<file path="src/rtl/i2c_slv_pkg.sv">
package i2c_slv_pkg;
  localparam int BYTE_W = 8;

  typedef enum logic [3:0] {
    ST_IDLE,
    ST_ADDR,
    ST_ADDR_ACK,
    ST_PTR,
    ST_PTR_ACK,
    ST_WDAT,
    ST_WDAT_ACK,
    ST_RDAT,
    ST_RDAT_ACK
  } slv_state_e;
endpackage

</file>
<file path="src/rtl/i2c_line_sync.sv">
module i2c_line_sync #(
  parameter int STAGES = 2  // must be >= 2
) (
  input  logic clk_i,
  input  logic rst_ni,
  input  logic scl_i,
  input  logic sda_i,
  output logic sda_o,
  output logic scl_rise_o,
  output logic scl_fall_o,
  output logic start_o,
  output logic stop_o
);
  logic [STAGES-1:0] scl_pipe, sda_pipe;
  logic scl_q, sda_q, scl_s;

  always_ff @(posedge clk_i or negedge rst_ni) begin
    if (!rst_ni) begin
      scl_pipe <= '1;
      sda_pipe <= '1;
      scl_q    <= 1'b1;
      sda_q    <= 1'b1;
    end else begin
      scl_pipe <= {scl_pipe[STAGES-2:0], scl_i};
      sda_pipe <= {sda_pipe[STAGES-2:0], sda_i};
      scl_q    <= scl_pipe[STAGES-1];
      sda_q    <= sda_pipe[STAGES-1];
    end
  end

  assign scl_s      = scl_pipe[STAGES-1];
  assign sda_o      = sda_pipe[STAGES-1];
  assign scl_rise_o = scl_s & ~scl_q;
  assign scl_fall_o = ~scl_s & scl_q;
  assign start_o    = scl_s & scl_q & sda_q & ~sda_o;
  assign stop_o     = scl_s & scl_q & ~sda_q & sda_o;
endmodule

</file>
<file path="src/rtl/i2c_ptr_fsm.sv">
module i2c_ptr_fsm
  import i2c_slv_pkg::*;
#(
  parameter logic [6:0]        DEV_ADDR = 7'h48,
  parameter int                AW       = 5,
  parameter logic [BYTE_W-1:0] LAST_REG = 8'h12
) (
  input  logic              clk_i,
  input  logic              rst_ni,
  input  logic              sda_s_i,
  input  logic              scl_rise_i,
  input  logic              scl_fall_i,
  input  logic              start_i,
  input  logic              stop_i,
  input  logic [BYTE_W-1:0] rd_data_i,
  output logic [AW-1:0]     rd_addr_o,
  output logic              wr_en_o,
  output logic [AW-1:0]     wr_addr_o,
  output logic [BYTE_W-1:0] wr_data_o,
  output logic              sda_oe_o
);
  localparam logic [3:0] BITS = 4'(BYTE_W);

  slv_state_e        state;
  logic [3:0]        cnt;
  logic [BYTE_W-1:0] rx, tx, ptr;
  logic              rw, mack, ack_q, tx_en;
  logic              ptr_ok;
  logic [BYTE_W-1:0] tx_byte;

  assign ptr_ok    = (ptr <= LAST_REG);
  assign rd_addr_o = ptr[AW-1:0];
  assign tx_byte   = ptr_ok ? rd_data_i : '0;
  assign sda_oe_o  = ack_q | (tx_en & ~tx[BYTE_W-1]);

  always_ff @(posedge clk_i or negedge rst_ni) begin
    if (!rst_ni) begin
      state     <= ST_IDLE;
      cnt       <= '0;
      rx        <= '0;
      tx        <= '1;
      ptr       <= '0;
      rw        <= 1'b0;
      mack      <= 1'b0;
      ack_q     <= 1'b0;
      tx_en     <= 1'b0;
      wr_en_o   <= 1'b0;
      wr_addr_o <= '0;
      wr_data_o <= '0;
    end else begin
      wr_en_o <= 1'b0;
      if (stop_i) begin
        state <= ST_IDLE;
        ptr   <= '0;
        ack_q <= 1'b0;
        tx_en <= 1'b0;
      end else if (start_i) begin
        state <= ST_ADDR;
        cnt   <= '0;
        ack_q <= 1'b0;
        tx_en <= 1'b0;
      end else begin
        unique case (state)
          ST_ADDR, ST_PTR, ST_WDAT: begin
            if (scl_rise_i) begin
              rx  <= {rx[BYTE_W-2:0], sda_s_i};
              cnt <= cnt + 4'd1;
            end else if (scl_fall_i && cnt == BITS) begin
              if (state == ST_ADDR) begin
                if (rx[BYTE_W-1:1] == DEV_ADDR) begin
                  rw    <= rx[0];
                  ack_q <= 1'b1;
                  state <= ST_ADDR_ACK;
                end else begin
                  state <= ST_IDLE;
                end
              end else if (state == ST_PTR) begin
                ptr   <= rx;
                ack_q <= 1'b1;
                state <= ST_PTR_ACK;
              end else begin
                // out-of-range data is acknowledged but dropped
                if (ptr_ok) begin
                  wr_en_o   <= 1'b1;
                  wr_addr_o <= ptr[AW-1:0];
                  wr_data_o <= rx;
                end
                ack_q <= 1'b1;
                state <= ST_WDAT_ACK;
              end
            end
          end
          ST_ADDR_ACK: if (scl_fall_i) begin
            ack_q <= 1'b0;
            cnt   <= '0;
            if (rw) begin
              tx    <= tx_byte;
              tx_en <= 1'b1;
              state <= ST_RDAT;
            end else begin
              state <= ST_PTR;
            end
          end
          ST_PTR_ACK: if (scl_fall_i) begin
            ack_q <= 1'b0;
            cnt   <= '0;
            state <= ST_WDAT;
          end
          ST_WDAT_ACK: if (scl_fall_i) begin
            ack_q <= 1'b0;
            cnt   <= '0;
            ptr   <= ptr + 1'b1;
            state <= ST_WDAT;
          end
          ST_RDAT: begin
            if (scl_rise_i) begin
              cnt <= cnt + 4'd1;
            end else if (scl_fall_i) begin
              if (cnt == BITS) begin
                tx_en <= 1'b0;
                state <= ST_RDAT_ACK;
              end else begin
                tx <= {tx[BYTE_W-2:0], 1'b1};
              end
            end
          end
          ST_RDAT_ACK: begin
            if (scl_rise_i) begin
              mack <= ~sda_s_i;
              if (!sda_s_i) ptr <= ptr + 1'b1;  // advance only on master ack
            end else if (scl_fall_i) begin
              if (mack) begin
                tx    <= tx_byte;
                tx_en <= 1'b1;
                cnt   <= '0;
                state <= ST_RDAT;
              end else begin
                state <= ST_IDLE;
              end
            end
          end
          default: ;
        endcase
      end
    end
  end
endmodule

</file>
<file path="src/rtl/i2c_reg_slave.sv">
module i2c_reg_slave
  import i2c_slv_pkg::*;
#(
  parameter logic [6:0]        DEV_ADDR    = 7'h48,
  parameter int                AW          = 5,
  parameter logic [BYTE_W-1:0] LAST_REG    = 8'h12,
  parameter int                SYNC_STAGES = 2
) (
  input  logic              clk_i,
  input  logic              rst_ni,
  input  logic              scl_i,
  input  logic              sda_i,
  output logic              sda_oe_o,
  output logic              reg_we_o,
  output logic [AW-1:0]     reg_waddr_o,
  output logic [BYTE_W-1:0] reg_wdata_o,
  output logic [AW-1:0]     reg_raddr_o,
  input  logic [BYTE_W-1:0] reg_rdata_i
);
  logic sda_w, rise_w, fall_w, start_w, stop_w;

  i2c_line_sync #(.STAGES(SYNC_STAGES)) u_sync (
    .clk_i      (clk_i),
    .rst_ni     (rst_ni),
    .scl_i      (scl_i),
    .sda_i      (sda_i),
    .sda_o      (sda_w),
    .scl_rise_o (rise_w),
    .scl_fall_o (fall_w),
    .start_o    (start_w),
    .stop_o     (stop_w)
  );

  i2c_ptr_fsm #(
    .DEV_ADDR (DEV_ADDR),
    .AW       (AW),
    .LAST_REG (LAST_REG)
  ) u_fsm (
    .clk_i      (clk_i),
    .rst_ni     (rst_ni),
    .sda_s_i    (sda_w),
    .scl_rise_i (rise_w),
    .scl_fall_i (fall_w),
    .start_i    (start_w),
    .stop_i     (stop_w),
    .rd_data_i  (reg_rdata_i),
    .rd_addr_o  (reg_raddr_o),
    .wr_en_o    (reg_we_o),
    .wr_addr_o  (reg_waddr_o),
    .wr_data_o  (reg_wdata_o),
    .sda_oe_o   (sda_oe_o)
  );
endmodule

</file>
<file path="config.mk">
export PLATFORM = sky130hd
export DESIGN_NAME = i2c_reg_slave
export DESIGN_NICKNAME = d
export VERILOG_FILES = /design/src/rtl/i2c_slv_pkg.sv /design/src/rtl/i2c_line_sync.sv /design/src/rtl/i2c_ptr_fsm.sv /design/src/rtl/i2c_reg_slave.sv
export SDC_FILE = /design/constraint.sdc
export NUM_CORES = 1
export LEC_CHECK = 0
export BUFFER_PORTS_ARGS = -buffer_cell sky130_fd_sc_hd__buf_2
export CAP_MARGIN = 20
export CORE_UTILIZATION = 59
export CTS_CLUSTER_DIAMETER = 50
export DETAILED_ROUTE_END_ITERATION = 8
export PLACE_DENSITY = 0.9
export SLEW_MARGIN = 20
export SYNTH_ARGS = -nofsm -noshare
export SYNTH_HDL_FRONTEND = slang
export SYNTH_SLANG_ARGS = --single-unit
</file>
<file path="constraint.sdc">
create_clock -name clk_i -period 2.9 [get_ports clk_i]
set_input_delay 0.145 -clock clk_i [delete_from_list [all_inputs] [get_ports clk_i]]
set_output_delay 0.145 -clock clk_i [all_outputs]
set_load 0.03 [all_outputs]
</file>
==> results of run 1 <==
[worst register-to-register path: cells and delay by family (launching register included)]
family	cells	cell delay [ns]
adder cells (fa/ha/maj)	1	0.15
buffers and inverters	1	0.10
flip-flops	1	0.44
multiplexers	1	0.42
AND/OR/NAND/NOR	4	1.31
[sequential cells by signal, indices dropped and copies added, names as in the netlist]
name	cells
u_fsm.wr_en_o	1
u_fsm.cnt	4
u_sync.scl_q	1
u_fsm.rx	8
u_fsm.wr_data_o	8
u_fsm.rw	1
u_fsm.mack	1
u_sync.scl_pipe	2
u_fsm.ack_q	1
u_sync.sda_q	1
u_fsm.ptr	8
u_sync.sda_pipe	2
u_fsm.tx	8
u_fsm.wr_addr_o	5
u_fsm.state	4
u_fsm.tx_en	1
[area by class of cell]
class	count	area, um^2
clock buffer	5	68.82
sequential	56	1419
timing repair buffer	39	222.7
tap	70	87.58
clock inverter	3	25.02
fill	387	1714
inverter	12	45.04
multi-input combinational	227	1590
[what timing repair did]
action | in CTS | in global routing
hold buffers | 3 | 0
buffers inserted | 0 | 0
endpoints found under the setup margin | 0 | 0
hold endpoints to repair | 44 | 0
[cell usage after synthesis (4+ instances only)]
cell and n:
or2_2 5, mux2i_1 6, o21ai_0 16, mux2_4 10, inv_1 12, nand3_1 8
nor3_1 13, buf_6 4, dfstp_2 14, mux2_2 19, o21ai_1 5, nand2_1 28
buf_2 6, a31oi_1 7, nand3b_1 4, a21oi_1 19, nor2_1 18, dfrtp_1 42
or3_1 4, and2_1 6, nor2b_1 5, ha_1 4, buf_4 6
[per-layer routing]
metal | up-vias | share of wire (%)
met5 | - | 0
met2 | 150 | 47
met1 | 1267 | 44
met3 | 14 | 7.7
met4 | 0 | 1.5
li1 | 1188 | -
[path summary, 6_finish.rpt]
path / slack (ns) / endpoint / startpoint
worst min-delay path: 0.12 / u_fsm.tx[0] / reg_rdata_i[0]
worst max-delay path: 0.38 / u_fsm.wr_data_o[7] / u_fsm.cnt[0]
worst min register to register: 0.36 / u_sync.sda_pipe[1] / u_sync.sda_pipe[0]
max in group asynchronous: 1.99 / u_fsm.tx_en / rst_ni
min in group asynchronous: 0.46 / u_fsm.wr_data_o[2] / rst_ni
worst max register to register: 0.38 / u_fsm.wr_data_o[7] / u_fsm.cnt[0]
[cell families after synthesis]
logic type      Yosys count
simple gates            107
compound gates           80
flops                    56
mux                      35
buf+inv                  32
fa+ha+maj                 4
xor+xnor                  1
[metrics by stage]
step                power [mW]  util (%)  hold WS, ns
floorplan                2.307         -      -0.1506
global placement         2.513     64.47       0.2493
detailed placement       2.583     64.47       0.2526
CTS                      3.040     66.86       0.1202
global route             3.250     66.86       0.1445
finish                   3.059     66.86       0.1151
[where the power goes]
group / internal, mW / total [mW] / switching, mW
sequential: 1.01 / 1.30 / 0.289
clock: 0.177 / 0.453 / 0.276
combinational: 0.549 / 1.30 / 0.754
total: 1.74 / 3.06 / 1.32
==> results_dict.tcl, run 1 <==
set metrics [dict create \
    drtAntennaViolNets 0 \
    syn-cell-area_um2 3206 \
    synth-compound-area-share_pct 16.55 \
    tightest_slew_ns 0.7547 \
    die_area_um2 5732 \
    dp_slack_ns 0.3866 \
    yosysSeqAreaShare_pct 44.26 \
    drtIter0Drc 398 \
    met3_usage_pct 5.159 \
    synth_largest_area_cell "dfrtp_1" \
    num_antenna_cells 0 \
    cts_htree_levels 2 \
    final_common_cell "dfrtp_1" \
    cts_root_buffer "clkbuf_8" \
    synth-main-ff-cell "dfrtp_1" \
    cpLargestDelayFamily "simple AND/OR/NAND/NOR gates" \
    placed_cell_area_um2 3334 \
    rsz0062_at_grt "false" \
    portBuffers 31 \
    synth_top_family_by_area "simple AND/OR/NAND/NOR gates" \
    period_minus_slack_ns 2.518 \
    slowest_stage "or3_1" \
    die_h_um 75.71 \
    viasPerCell 6.357 \
    timing.fmax_mhz 397.2 \
    synth_fa_ha_area_share_pct 1.561 \
    cp.required_ns 3.12 \
    final.setup.tns_ns 0 \
    maxCapViolCount 0 \
    fin_skew_ns 0.009039 \
    layout.nets 357 \
    drtPass1Iterations 5 \
    ys_warn_count 0 \
    worstSkewPairLatency_ns 0.33 \
    synth-edff-count 0 \
    area_delta_synth_final_pct 7.885 \
    grt_pass1_wl_um 11130 \
    synth_xor_area_share_pct 0.2732 \
    syn_avg_cell_area_um2 10.18 \
    yosys-mux-area-fraction_pct 13.23 \
    routed-via-count 2619 \
    hold_viol_final 0 \
    grt_pass1_vias 2293 \
    hold_depth 3 \
    status "finished clean" \
    cts_buffers 5 \
    use_met1_pct 36.08 \
    grt_util_met2_pct 42.46 \
    core_um2 5172 \
    post-route-period-util_pct 86.82 \
    relSlewSlack_pct 49.69 \
    grt_overflow_total 0 \
    clock_sinks 56 \
    setup_slack_ns 0.3823 \
    yosys.area.top_type_share_pct 32.79 \
    powerDensity_nw_per_um2 884.4 \
    synth_seq_cells 56 \
    drive_above_1_share_pct 29.24 \
    synthCells 315 \
    mostFrequentLayoutCells "42 x dfrtp_1, 31 x buf_2, 28 x nand2_1" \
    setup_viol 0 \
    worstSetupPathType "flip-flop to flip-flop" \
    antenna_found_initial 0 \
    min_path_type "input port to flip-flop" \
    routed_wl_um 7002 \
    grt-busiest-layer "met2" \
    syn_nets 331 \
    peakVddDrop_mv 0.4700 \
    synth-simple-area-share_pct 17.99 \
    cp-end-kind "flip-flop" \
    grt_max_degree 57 \
    gp_congestion 0.9318 \
    synthTopCellsByArea "dfrtp_1 33%, dfstp_2 11%, mux2_2 6.7%" \
    cp_max_fo 13 \
    async_flop_share_pct 100.0 \
    path_buf_inv 1 \
    grt.total_usage_pct 26.15 \
    crit_cells 7 \
    final_cells 412 \
    clk_pin_slew_worst_paths_ns 0.10 \
    cts_max_path_buffers 2 \
    crit_arrival_ns 2.74 \
    synth_cell_type_count 56 \
    die_w_um 75.71 \
    drc 0 \
    cts.repair.resized 0 \
    postLayoutCellArea_um2 3458 \
    crit_chain "inv_1, ha_1, nand3b_1, nor2_1, nand2_1, or3_1, mux2_4" \
    dpl.cell_count 401 \
    wl_per_cell_um 17.00 \
    reg2regPathDepth 7 \
    start_kind "flip-flop" \
    initial_core_util_pct 61.97 \
    fp-row-count 26 \
    io_pins 32 \
    p_leak_nw 1.585 \
    critPathMaxStageDelay_ns 0.71 \
    hpwl_um 4975 \
    finalMaxSlewViolations 0 \
    cts_tree "built" \
]
Note: power is estimated with default switching activity, not from simulation.
==> run 2: changes to the inputs <==
Settings changed: BUFFER_PORTS_ARGS -buffer_cell sky130_fd_sc_hd__buf_2 to not set, CORE_UTILIZATION 59 to 63, DONT_BUFFER_PORTS set to 1, PLACE_DENSITY 0.9 to 0.89.
==> run 2 against run 1 <==
Critical path depth fell by 1; via count fell by 6.2%; final area shrank 3.7%; maximum frequency down 1.4%; utilization rose by 2.3 points; worst setup slack worse by 0.037 ns; wire length down 5.1%; hold slack got worse by 0.078 ns; sequential power barely moved; sequential cell count stayed put; largest cell class unchanged; highest routed layer unchanged.
==> results_dict.tcl, run 2 (synthesis results as in run 1) <==
set metrics [dict create \
    hold_viol_final 0 \
    grt_max_degree 57 \
    highest_layer "met4" \
    portBuffers 0 \
    final.setup.tns_ns 0 \
    drtIter0Drc 248 \
    wl_met3_um 501 \
    cts.repair.resized 0 \
    postCtsSetupBuffers 0 \
    min_path_type "input port to flip-flop" \
    area_delta_synth_final_pct 3.942 \
    grt_pass1_vias 2235 \
    fin_util_pct 69.17 \
    cts_max_path_buffers 2 \
    drive_above_1_share_pct 22.68 \
    num_antenna_cells 0 \
    grt_overflow_total 0 \
    cts_root_buffer "clkbuf_8" \
    tightest_slew_ns 0.7105 \
    drc 0 \
    rsz0062_at_grt "false" \
    antenna_found_initial 0 \
    drt-met1-wl_um 2894 \
    power_mw 3.008 \
    io_pins 32 \
    mostFrequentLayoutCells "42 x dfrtp_1, 28 x nand2_1, 19 x a21oi_1, 19 x mux2_2, 18 x nor2_1" \
    gp_congestion 0.9899 \
    worstSkewPairLatency_ns 0.32 \
    layout.nets 328 \
    drtPass1Iterations 7 \
    peakVddDrop_mv 0.3812 \
    maxCapViolCount 0 \
    cp-end-kind "flip-flop" \
    final_common_cell "dfrtp_1" \
    worstSetupPathType "flip-flop to flip-flop" \
    timing.fmax_mhz 391.5 \
    hpwl_um 4684 \
    cts_htree_levels 2 \
    cts_buffers 5 \
    routed-via-count 2457 \
    cp.required_ns 3.11 \
    crit_arrival_ns 2.76 \
    wl_met2_um 3109 \
    r2r_setup_slack_ns 0.35 \
    n_fill_cell 352 \
    dpl.cell_count 368 \
    die_w_um 73.33 \
    finalMaxSlewViolations 0 \
    clk_pin_slew_worst_paths_ns 0.10 \
    die_area_um2 5377 \
    powerDensity_nw_per_um2 902.7 \
    initial_core_util_pct 66.55 \
    clock_sinks 56 \
    relSlewSlack_pct 52.63 \
    routed_wl_um 6647 \
    status "finished clean" \
    p_leak_nw 1.454 \
    core_um2 4817 \
    fp-row-count 25 \
    grt.total_usage_pct 26.72 \
    holdBufCountCts 4 \
    hold_slack_ns 0.03684 \
    grt_pass1_wl_um 10870 \
    viasPerCell 6.466 \
    wl_per_cell_um 17.49 \
    period_minus_slack_ns 2.554 \
    start_kind "flip-flop" \
    fin_skew_ns 0.006924 \
    cp_max_fo 13 \
    final_cells 380 \
    drtAntennaViolNets 0 \
    cts_tree "built" \
    setup_viol 0 \
    die_h_um 73.33 \
    post-route-period-util_pct 88.08 \
]
run 2: path summary, 6_finish.rpt:
check,endpoint,cells after the start,from
setup / recovery,u_fsm.wr_addr_o[3],6,u_fsm.ptr[1]
hold / removal,u_fsm.tx[0],2,reg_rdata_i[0]
setup reg to reg,u_fsm.wr_addr_o[3],6,u_fsm.ptr[1]
hold reg to reg,u_sync.scl_pipe[1],0,u_sync.scl_pipe[0]
max in group asynchronous,u_sync.sda_pipe[1],2,rst_ni
min in group asynchronous,u_fsm.ack_q,2,rst_ni
run 2: area by class of cell:
type / instances / area [um^2] / share of cell area (%)
repair buffers: 10 / 102.6 / 3.079
well taps: 67 / 83.83 / 2.516
flip-flops and latches: 56 / 1419 / 42.58
clock buffers: 5 / 68.82 / 2.065
clock inverters: 3 / 22.52 / 0.6759
multi-input cells: 227 / 1590 / 47.73
inverters: 12 / 45.04 / 1.352
run 2: through the flow:
step,setup WS [ns],area [um^2]
final,0.3456,3332
after floorplan,0.7481,3206
after detailed placement,0.3476,3183
after global routing,0.1829,3332
after CTS,0.3346,3332
after global placement,0.4149,3183
run 2: routing by layer:
metal  track usage (%)  vias up
li1                  -     1126
met5                 0        -
met3             5.350       13
met2             41.56      114
met1             37.05     1204
met4             10.26        0
run 2: report_power, final:
group / switching (mW) / internal [mW]
Clock: 0.260 / 0.173
Sequential: 0.300 / 1.01
Combinational: 0.724 / 0.537
Total: 1.28 / 1.72
run 2: worst max-delay path, stage by stage, from the launching register on:
cell and delay [ns]:
dfrtp_1 0.45, buf_4 0.20, nor2b_1 0.13, o31ai_1 0.35, nand2_2 0.19, or3_1 0.71, mux2_4 0.41
